[src/rtl/qss_pkg.sv]
// Shared definitions for the quadrature startup sequencer.
// Assumes quadrature states are numbered 0..3 in the forward direction.
package qss_pkg;

    typedef enum logic [1:0] {
        ST_SETTLE = 2'd0,
        ST_BURST  = 2'd1,
        ST_TRACK  = 2'd2
    } qss_state_e;

    localparam logic [1:0] MODE_HOLD  = 2'b00;
    localparam logic [1:0] MODE_RSVD  = 2'b01;
    localparam logic [1:0] MODE_ABS   = 2'b10;
    localparam logic [1:0] MODE_BURST = 2'b11;

    // Map a quadrature state to {A,B} so that adjacent states differ in one bit.
    function automatic logic [1:0] quad_ab(input logic [1:0] s);
        case (s)
            2'd0:    quad_ab = 2'b00;
            2'd1:    quad_ab = 2'b10;
            2'd2:    quad_ab = 2'b11;
            default: quad_ab = 2'b01;
        endcase
    endfunction

endpackage

[src/rtl/qss_settle_timer.sv]
// Settling timer: counts up from 0 while enabled and raises done once
// CYC-1 has been reached. Assumes CYC >= 2. clr restarts the count.
module qss_settle_timer #(
    parameter int CYC = 100
) (
    input  logic clk,
    input  logic rst_n,
    input  logic clr,
    output logic done
);
    localparam int CW = (CYC > 1) ? $clog2(CYC) : 1;

    logic [CW-1:0] cnt;

    assign done = (cnt == CW'(CYC - 1));

    // Count settling cycles and saturate at the terminal value.
    always_ff @(posedge clk) begin
        if (!rst_n || clr) begin
            cnt <= '0;
        end else if (!done) begin
            cnt <= cnt + 1'b1;
        end
    end
endmodule

[src/rtl/qss_burst_gen.sv]
// Burst generator: after start, advances a quadrature phase once every
// GAP cycles until count steps have been made. Assumes start is given
// only with a nonzero count. last marks the cycle whose edge makes the final step.
module qss_burst_gen #(
    parameter int POS_W = 8,
    parameter int GAP   = 4
) (
    input  logic             clk,
    input  logic             rst_n,
    input  logic             abort,
    input  logic             start,
    input  logic [POS_W-1:0] count,
    output logic             active,
    output logic [1:0]       phase,
    output logic             last,
    output logic [POS_W-1:0] origin
);
    localparam int GW = (GAP > 1) ? $clog2(GAP) : 1;

    logic [POS_W-1:0] rem;
    logic [GW-1:0]    gap_cnt;
    logic             gap_end;

    assign gap_end = (gap_cnt == GW'(GAP - 1));
    assign last    = active && gap_end && (rem == POS_W'(1));

    // Pace the burst: one phase step per GAP cycles until rem is used up.
    always_ff @(posedge clk) begin
        if (!rst_n || abort) begin
            active  <= 1'b0;
            rem     <= '0;
            gap_cnt <= '0;
            phase   <= 2'd0;
            origin  <= '0;
        end else if (start) begin
            origin  <= count;
            rem     <= count;
            gap_cnt <= '0;
            phase   <= 2'd0;
            active  <= (count != '0);
        end else if (active) begin
            if (gap_end) begin
                gap_cnt <= '0;
                phase   <= phase + 2'd1;
                rem     <= rem - 1'b1;
                if (rem == POS_W'(1)) active <= 1'b0;
            end else begin
                gap_cnt <= gap_cnt + 1'b1;
            end
        end
    end
endmodule

[src/rtl/qss_tracker.sv]
// Position follower: moves one step per cycle toward target along the
// shorter way round the period and presents the quadrature A/B state
// offset by a loaded 2-bit base. Assumes target changes are tracked
// at no more than one step per cycle.
module qss_tracker #(
    parameter int POS_W = 8
) (
    input  logic             clk,
    input  logic             rst_n,
    input  logic             load,
    input  logic [POS_W-1:0] load_pos,
    input  logic [1:0]       load_base,
    input  logic             run,
    input  logic [POS_W-1:0] target,
    output logic [1:0]       ab,
    output logic             at_zero
);
    import qss_pkg::*;

    logic [POS_W-1:0] fpos;
    logic [1:0]       base;
    logic [POS_W-1:0] diff;

    assign diff    = target - fpos;
    assign ab      = quad_ab(fpos[1:0] + base);
    assign at_zero = (fpos == '0);

    // Load the start point, then step toward the target.
    always_ff @(posedge clk) begin
        if (!rst_n) begin
            fpos <= '0;
            base <= 2'd0;
        end else if (load) begin
            fpos <= load_pos;
            base <= load_base;
        end else if (run && (diff != '0)) begin
            fpos <= diff[POS_W-1] ? fpos - 1'b1 : fpos + 1'b1;
        end
    end
endmodule

[src/rtl/qenc_startup_seq.sv]
// Top: sequences A/B/Z from reset release through settling, the selected
// startup action and incremental tracking. Assumes abs_pos is synchronous
// to clk and counts quadrature states within one period.
module qenc_startup_seq #(
    parameter int CLK_HZ    = 50_000_000,
    parameter int SETTLE_MS = 20,
    parameter int POS_W     = 8,
    parameter int EDGE_GAP  = 4
) (
    input  logic             clk,
    input  logic             rst_n,
    input  logic [1:0]       mode,
    input  logic             halt,
    input  logic [1:0]       phase_ofs,
    input  logic [POS_W-1:0] abs_pos,
    output logic             qa,
    output logic             qb,
    output logic             qz
);
    import qss_pkg::*;

    localparam int SETTLE_CYC = (CLK_HZ / 1000) * SETTLE_MS;

    qss_state_e       state;
    logic             tmr_clr, tmr_done, go;
    logic             bst_start, bst_active, bst_last;
    logic [1:0]       bst_phase;
    logic [POS_W-1:0] bst_origin;
    logic             trk_load, trk_run, trk_zero;
    logic [POS_W-1:0] trk_pos;
    logic [1:0]       trk_base, trk_ab, burst_ab;

    // Derive the control strobes for the sub-blocks from the state.
    always_comb begin
        tmr_clr   = (state != ST_SETTLE) || halt;
        go        = (state == ST_SETTLE) && tmr_done && !halt;
        bst_start = go && (mode == MODE_BURST) && (abs_pos != '0);
        trk_load  = (go && !bst_start) || ((state == ST_BURST) && bst_last && !halt);
        trk_run   = (state == ST_TRACK) && !halt;
        trk_pos   = (state == ST_BURST) ? bst_origin : abs_pos;
        case (mode)
            MODE_HOLD, MODE_RSVD: trk_base = 2'd0 - abs_pos[1:0];
            MODE_ABS:             trk_base = phase_ofs;
            default:              trk_base = 2'd0;
        endcase
        if (state == ST_BURST) trk_base = 2'd0;
    end

    // Advance the sequence; reset or halt send it back to settling.
    always_ff @(posedge clk) begin
        if (!rst_n || halt) begin
            state <= ST_SETTLE;
        end else begin
            case (state)
                ST_SETTLE: if (go) state <= bst_start ? ST_BURST : ST_TRACK;
                ST_BURST:  if (bst_last) state <= ST_TRACK;
                ST_TRACK:  state <= ST_TRACK;
                default:   state <= ST_SETTLE;
            endcase
        end
    end

    qss_settle_timer #(.CYC(SETTLE_CYC)) u_timer (
        .clk   (clk),
        .rst_n (rst_n),
        .clr   (tmr_clr),
        .done  (tmr_done)
    );

    qss_burst_gen #(.POS_W(POS_W), .GAP(EDGE_GAP)) u_burst (
        .clk    (clk),
        .rst_n  (rst_n),
        .abort  (halt),
        .start  (bst_start),
        .count  (abs_pos),
        .active (bst_active),
        .phase  (bst_phase),
        .last   (bst_last),
        .origin (bst_origin)
    );

    qss_tracker #(.POS_W(POS_W)) u_track (
        .clk       (clk),
        .rst_n     (rst_n),
        .load      (trk_load),
        .load_pos  (trk_pos),
        .load_base (trk_base),
        .run       (trk_run),
        .target    (abs_pos),
        .ab        (trk_ab),
        .at_zero   (trk_zero)
    );

    assign burst_ab = quad_ab(bst_phase);

    // Select the output source: tracker, burst phase, or silent.
    always_comb begin
        qa = 1'b0;
        qb = 1'b0;
        qz = 1'b0;
        if (state == ST_TRACK) begin
            {qa, qb} = trk_ab;
            qz       = trk_zero;
        end else if ((state == ST_BURST) && bst_active) begin
            {qa, qb} = burst_ab;
        end
    end
endmodule

[config.mk]
export PLATFORM = sky130hd
export DESIGN_NAME = qenc_startup_seq
export DESIGN_NICKNAME = d
export VERILOG_FILES = /design/src/rtl/qss_pkg.sv /design/src/rtl/qss_settle_timer.sv /design/src/rtl/qss_burst_gen.sv /design/src/rtl/qss_tracker.sv /design/src/rtl/qenc_startup_seq.sv
export SDC_FILE = /design/constraint.sdc
export NUM_CORES = 1
export LEC_CHECK = 0
export BUFFER_PORTS_ARGS = -buffer_cell sky130_fd_sc_hd__buf_2
export CAP_MARGIN = 10
export CORE_MARGIN = 2
export CORE_UTILIZATION = 60
export CTS_BUF_LIST = sky130_fd_sc_hd__clkbuf_16
export CTS_CLUSTER_DIAMETER = 40
export DETAILED_ROUTE_END_ITERATION = 10
export PLACE_DENSITY = 0.78
export RECOVER_POWER = 100
export SLEW_MARGIN = 15
export SYNTH_ARGS = -nofsm -noshare
export SYNTH_HDL_FRONTEND = slang
export SYNTH_SLANG_ARGS = --single-unit
[constraint.sdc]
create_clock -name clk -period 4.8 [get_ports clk]
set_input_delay 0.96 -clock clk [delete_from_list [all_inputs] [get_ports clk]]
set_output_delay 0.96 -clock clk [all_outputs]
set_load 0.05 [all_outputs]
==> results of run 1 <==
how the worst max path moves through the flow:
stage | start | end | slack (ns) | depth (start not counted)
after floorplan | abs_pos[4] | u_track.fpos[7]$_SDFFE_PN0P_ | 0.51 | 15
after global placement | abs_pos[4] | u_track.fpos[7]$_SDFFE_PN0P_ | 0.44 | 16
after detailed placement | abs_pos[4] | u_track.fpos[7]$_SDFFE_PN0P_ | 0.34 | 16
after CTS | abs_pos[4] | u_track.fpos[7]$_SDFFE_PN0P_ | 0.64 | 16
after global routing | abs_pos[4] | u_track.fpos[7]$_SDFFE_PN0P_ | 0.29 | 16
final | abs_pos[4] | u_track.fpos[7]$_SDFFE_PN0P_ | 0.61 | 16
logic make-up after synthesis:
group | after synthesis
AND/OR/NAND/NOR | 162
AO/OA/AOI/OAI | 91
flip-flops | 53
XOR/XNOR | 34
buffers and inverters | 33
adder cells (fa/ha/maj) | 27
multiplexers | 12
power by group through the flow:
| stage | registers, mW | clock network, mW | logic, mW |
|---|---|---|---|
| 2_1_floorplan | 0.451 | 0 | 0.0585 |
| 3_3_place_gp | 0.451 | 0 | 0.0824 |
| 3_5_place_dp | 0.451 | 0 | 0.0841 |
| 4_1_cts | 0.441 | 0.376 | 0.0851 |
| 5_1_grt | 0.441 | 0.400 | 0.0945 |
| 6_report | 0.441 | 0.369 | 0.0851 |
registers in the layout, indices dropped and copies added, names as in the netlist:
name	flops
u_burst.origin	8
u_burst.rem	8
u_timer.cnt	20
u_burst.gap_cnt	2
state	2
u_burst.phase	2
u_burst.active	1
u_track.base	2
u_track.fpos	8
critical path: cells and delay by family:
family / cells / cell delay [ns]
mux: 1 / 0.34
xor+xnor: 2 / 0.32
compound gates: 8 / 1.44
fa+ha+maj: 2 / 0.74
simple gates: 1 / 0.28
buf+inv: 2 / 0.29
Yosys cell counts, types with 6 or more instances:
| cell | instances |
|---|---|
| a21oi_1 | 39 |
| nor2b_1 | 9 |
| dfxtp_1 | 53 |
| ha_1 | 26 |
| a31oi_1 | 6 |
| xor2_1 | 16 |
| nand3_1 | 12 |
| clkbuf_1 | 7 |
| nor2_1 | 31 |
| and3_1 | 11 |
| inv_1 | 20 |
| xnor2_1 | 18 |
| nor3_1 | 10 |
| o21ai_1 | 6 |
| mux2i_1 | 6 |
| or3_1 | 6 |
| nand2_1 | 49 |
| o21ai_0 | 12 |
layout make-up:
type                       count  area, µm²  share of cell area (%)
multi-input combinational    326       2160                    59.7
sequential                    53       1060                    29.3
clock buffer                   5        125                    3.45
tap                           72       90.1                    2.49
timing repair buffer          18       82.6                    2.28
inverter                      20       75.1                    2.07
clock inverter                 3       26.3                   0.725
metrics by stage:
step	area, µm²	util (%)	worst slack [ns]	cells
after CTS	3650	66.6	0.644	497
after global routing	3620	66.2	0.292	497
after floorplan	3390	-	0.512	412
after detailed placement	3490	63.9	0.343	489
final	3620	66.2	0.606	497
after global placement	3490	63.9	0.437	489
metal layers:
metal  up-vias  wire (µm)
met5         -          0
met2        62       3570
met1      1333       3450
li1       1473          -
met3        10        306
met4         0         94
==> metrics.cfg, run 1 <==
[min_path]
worst_hold_path_type = flip-flop to flip-flop
hold_end = u_burst.origin[4]$_SDFFE_PP0P_
min-delay-start = u_burst.origin[4]$_SDFFE_PP0P_
whs_path_depth = 2

[grt]
met3_usage_pct = 5.34
grt_most_used_layer = met2
grt_use_total_pct = 25.5
met1_usage_pct = 33.8
overflow = 0
grt_pass1_vias = 2729
use_met2_pct = 42.4
grt_pass1_wl_um = 12800
grt_max_degree = 23
antenna_found_initial = 0

[logic_synthesis]
synth_area_um2 = 3390
synth_top_area_share_pct = 31.3
synth_compound_area_share_pct = 16.8
syn_nets = 454
synth_flop_cell = dfxtp_1
synth_top_cell_by_area = dfxtp_1
synth-simple-area-share_pct = 24.6
syn_inst = 412
synth_edf_count = 0
synth_top_family_by_area = simple AND/OR/NAND/NOR gates
yosysSeqAreaShare_pct = 31.3
syn_avg_cell_area_um2 = 8.23
synthAdderAreaFrac_pct = 10.2
synth-xor-area-share_pct = 8.78
synth_area_leaders = dfxtp_1 31%, ha_1 9.6%, a21oi_1 5.8%, nand2_1 5.4%, xnor2_1 4.6%
synthArstFlopShare_pct = 0
ys_ff_latch = 53
yosysWarnings = 0
synth_mux_area_share_pct = 3.76
synth.distinct_cells = 59

[drt]
drc_errors = 0
vias = 2878
dr.pass1.iters = 4
routed_wl_um = 7420
wl_per_cell_um = 14.9
postRouteAntennaNets = 0
drtIter0Drc = 152
via_per_inst = 5.79

[setup_path]
crit_type = input pin to flip-flop
r2r-start = u_track.fpos[4]$_SDFFE_PN0P_
r2r_slack_ns = 0.80
max_stage_delay_ns = 0.42
rr_endpoint = u_track.fpos[7]$_SDFFE_PN0P_
crit_fanout = 7
start_kind = input pin
critical_path_required_ns = 5.01
crit_slowest_cell = o41ai_1
worst_ep_arrival_time_ns = 4.40
rr_worst_depth = 16
path_cells = buf_2, ha_1, or2_2, a31oi_1, a21o_1, xnor2_1, inv_1, ha_1, o31a_1, o21ai_0, a211oi_1, a211oi_1, o41ai_1, xnor2_1, mux2_1, o211ai_1
endpoint_kind = flip-flop

[sta]
finalHoldViolCount = 0
worstMarginPinSlew_ns = 0.808
period_share_pct = 87.4
fmax_mhz = 238
setup_tns_ns = 0
timing.hold.ws_ns = 0.455
finalSetupViolCount = 0
rsz0062_at_grt = no
final.min_clock_period_ns = 4.19
report.final.slew_viol_count = 0
fin_worst_skew_ns = 0.00580
relSlewSlack_pct = 46.2

[layout]
final_common_cell = dfxtp_1
layout_common_cells = 53 x dfxtp_1, 49 x nand2_1, 40 x a21oi_1
antennaDiodeCount = 0
fill_cells = 493
drive_above_1_share_pct = 7.76
syn2layout_area_growth_pct = 6.86
nets = 466

[power_and_ir_drop]
ir_drop_mv = 0.230
clkPwrFrac_pct = 41.2
power_switching_mw = 0.223
power_frac_seq_pct = 49.3
p_int_mw = 0.671
leakage_nw = 1.35
p_per_area_nw_per_um2 = 247
comb_power_share_pct = 9.5
switching_share_pct = 24.9
p_total_mw = 0.894

[floorplan]
start_util_pct = 62.0
die_h_um = 79.2
core-area_um2 = 5470
fp-row-count = 27
fp.dieW_um = 79.2
die_area_um2 = 6270
io_pins = 18

[placement]
io_buffers = 17
dp_hpwl_um = 5610
gp_congestion = 0.913

[clocking]
cts.repair.resized = 0
ctsHtreeMaxLevel = 2
cts_inserted_buffers = 5
clk_latency_ns = 0.29
clock_path_buffers = 2
cts-root-buf = clkbuf_16
clk_pin_slew_ns = 0.07
cts_tree = done
postCtsSetupRepairBufs = 0
hold_buffers = 0
cts.sinks = 53

[outcome]
status = complete, no violations

[job]
cap_violations = 0

Note: power is estimated with default switching activity, not from simulation.
==> run 2: changes to the inputs <==
--- a/config.mk
+++ b/config.mk
@@ -8,11 +8,11 @@
 export BUFFER_PORTS_ARGS = -buffer_cell sky130_fd_sc_hd__buf_2
 export CAP_MARGIN = 10
 export CORE_MARGIN = 2
-export CORE_UTILIZATION = 60
+export CORE_UTILIZATION = 55
 export CTS_BUF_LIST = sky130_fd_sc_hd__clkbuf_16
 export CTS_CLUSTER_DIAMETER = 40
 export DETAILED_ROUTE_END_ITERATION = 10
-export PLACE_DENSITY = 0.78
+export PLACE_DENSITY = 0.73
 export RECOVER_POWER = 100
 export SLEW_MARGIN = 15
 export SYNTH_ARGS = -nofsm -noshare
==> run 2 against run 1 <==
Die area increased by 8.6%. Clock-buffer cell count unchanged. Clock power about the same. Worst hold slack got worse by 0.0041 ns. Global-route usage decreased by 2.3 points. Fmax decreased by 0.69%. Largest power group unchanged.
==> metrics.cfg, run 2 (synthesis gave the netlist of run 1 again) <==
[clocking]
cts_inserted_buffers = 5
cts.repair.resized = 0
ctsHtreeMaxLevel = 2
postCtsSetupRepairBufs = 0
clock_path_buffers = 2
cts.sinks = 53
hold_buffers = 0
clk_pin_slew_ns = 0.07
clk_latency_ns = 0.29
cts-root-buf = clkbuf_16
cts_tree = done

[setup_path]
crit_fanout = 7
start_kind = input pin
max_stage_delay_ns = 0.43
endpoint_kind = flip-flop
crit_type = input pin to flip-flop
worst_ep_arrival_time_ns = 4.44
crit_slowest_cell = o41ai_1
path_cells = clkbuf_1, ha_1, or2_2, a31oi_1, a21o_1, xnor2_1, inv_1, ha_1, o31a_1, o21ai_0, a211oi_1, a211oi_1, o41ai_1, xnor2_1, mux2_1, o211ai_1
critical_path_required_ns = 5.01

[layout]
final_common_cell = dfxtp_1
nets = 466
drive_above_1_share_pct = 7.29
antennaDiodeCount = 0
layout_common_cells = 53 x dfxtp_1, 49 x nand2_1, 40 x a21oi_1
syn2layout_area_growth_pct = 6.79
top_register = u_timer.cnt
fin_area_um2 = 3620
largest_reg_flops = 20

[sta]
setup_tns_ns = 0
period_share_pct = 88.0
relSlewSlack_pct = 48.5
fin_worst_skew_ns = 0.00674
report.final.slew_viol_count = 0
rsz0062_at_grt = no
fmax_mhz = 237
final.min_clock_period_ns = 4.22
finalSetupViolCount = 0
worstMarginPinSlew_ns = 0.773
finalHoldViolCount = 0

[grt]
grt_pass1_vias = 2698
grt_pass1_wl_um = 12300
grt_use_total_pct = 23.2
overflow = 0
antenna_found_initial = 0
grt_max_degree = 23

[power_and_ir_drop]
leakage_nw = 1.35
ir_drop_mv = 0.166
p_int_mw = 0.671
p_per_area_nw_per_um2 = 246
clkPwrFrac_pct = 41.3
power_switching_mw = 0.222
switching_share_pct = 24.8
comb_power_share_pct = 9.4
power_frac_seq_pct = 49.4

[drt]
vias = 2846
via_per_inst = 5.69
drc_errors = 0
postRouteAntennaNets = 0
routed_wl_um = 7150
wl_per_cell_um = 14.3
dr.pass1.iters = 4
drtIter0Drc = 156

[min_path]
worst_hold_path_type = flip-flop to flip-flop

[floorplan]
core-area_um2 = 5960
die_h_um = 82.5
io_pins = 18
die_area_um2 = 6810
fp.dieW_um = 82.5
fp-row-count = 28
start_util_pct = 57.0

[placement]
dp_hpwl_um = 5390
place_area_um2 = 3500
gp_congestion = 0.926
io_buffers = 17

[outcome]
status = complete, no violations

[job]
cap_violations = 0

run 2: cell count changes in the layout (fill, tap and decap cells not counted), sizes merged:
cell / delta
buf: -1
clkbuf: +1
run 2: metrics by stage:
step / power [mW] / std cells / utilization, % / hold WS, ns / setup slack, ns
detailed placement: 0.534 / 492 / 58.7 / 0.445 / 0.357
global route: 0.924 / 500 / 60.8 / 0.485 / 0.342
floorplan: 0.509 / 412 / - / 0.431 / 0.512
finish: 0.893 / 500 / 60.8 / 0.451 / 0.577
global placement: 0.533 / 492 / 58.7 / 0.439 / 0.418
CTS: 0.903 / 500 / 61.3 / 0.457 / 0.662
run 2: critical path, delay by kind of cell:
kind	cells	cell delay (ns)
buffers and inverters	2	0.27
AO/OA/AOI/OAI	8	1.49
XOR/XNOR	2	0.34
AND/OR/NAND/NOR	1	0.29
multiplexers	1	0.34
adder cells (fa/ha/maj)	2	0.75
run 2: layout make-up:
type                            instances  area [µm²]
Fill cell                             560        2330
Multi-Input combinational cell        326        2160
Sequential cell                        53        1060
Clock buffer                            5         125
Tap cell                               75        93.8
Timing Repair Buffer                   18        81.3
Inverter                               20        75.1
Clock inverter                          3        26.3
run 2: final timing paths:
check | start | end | slack (ns) | depth (start not counted)
max | abs_pos[4] | u_track.fpos[7]$_SDFFE_PN0P_ | 0.58 | 16
min | u_burst.origin[3]$_SDFFE_PP0P_ | u_burst.origin[3]$_SDFFE_PP0P_ | 0.45 | 2
max reg2reg | u_track.fpos[4]$_SDFFE_PN0P_ | u_track.fpos[7]$_SDFFE_PN0P_ | 0.82 | 16
min reg2reg | u_burst.origin[3]$_SDFFE_PP0P_ | u_burst.origin[3]$_SDFFE_PP0P_ | 0.45 | 2
run 2: power groups by stage:
stage                     clock [mW]  sequential (mW)  combinational [mW]
after global routing           0.389            0.441              0.0938
after global placement             0            0.451              0.0820
after CTS                      0.378            0.441              0.0844
after detailed placement           0            0.451              0.0834
final                          0.368            0.441              0.0836
after floorplan                    0            0.451              0.0585
run 2: per-layer routing:
layer,vias up,global-route usage (%),routed length (µm)
li1,1478,-,-
met1,1322,31.2,3560
met2,36,37.5,3260
met3,10,4.57,206
met4,0,7.38,121
met5,-,0,0
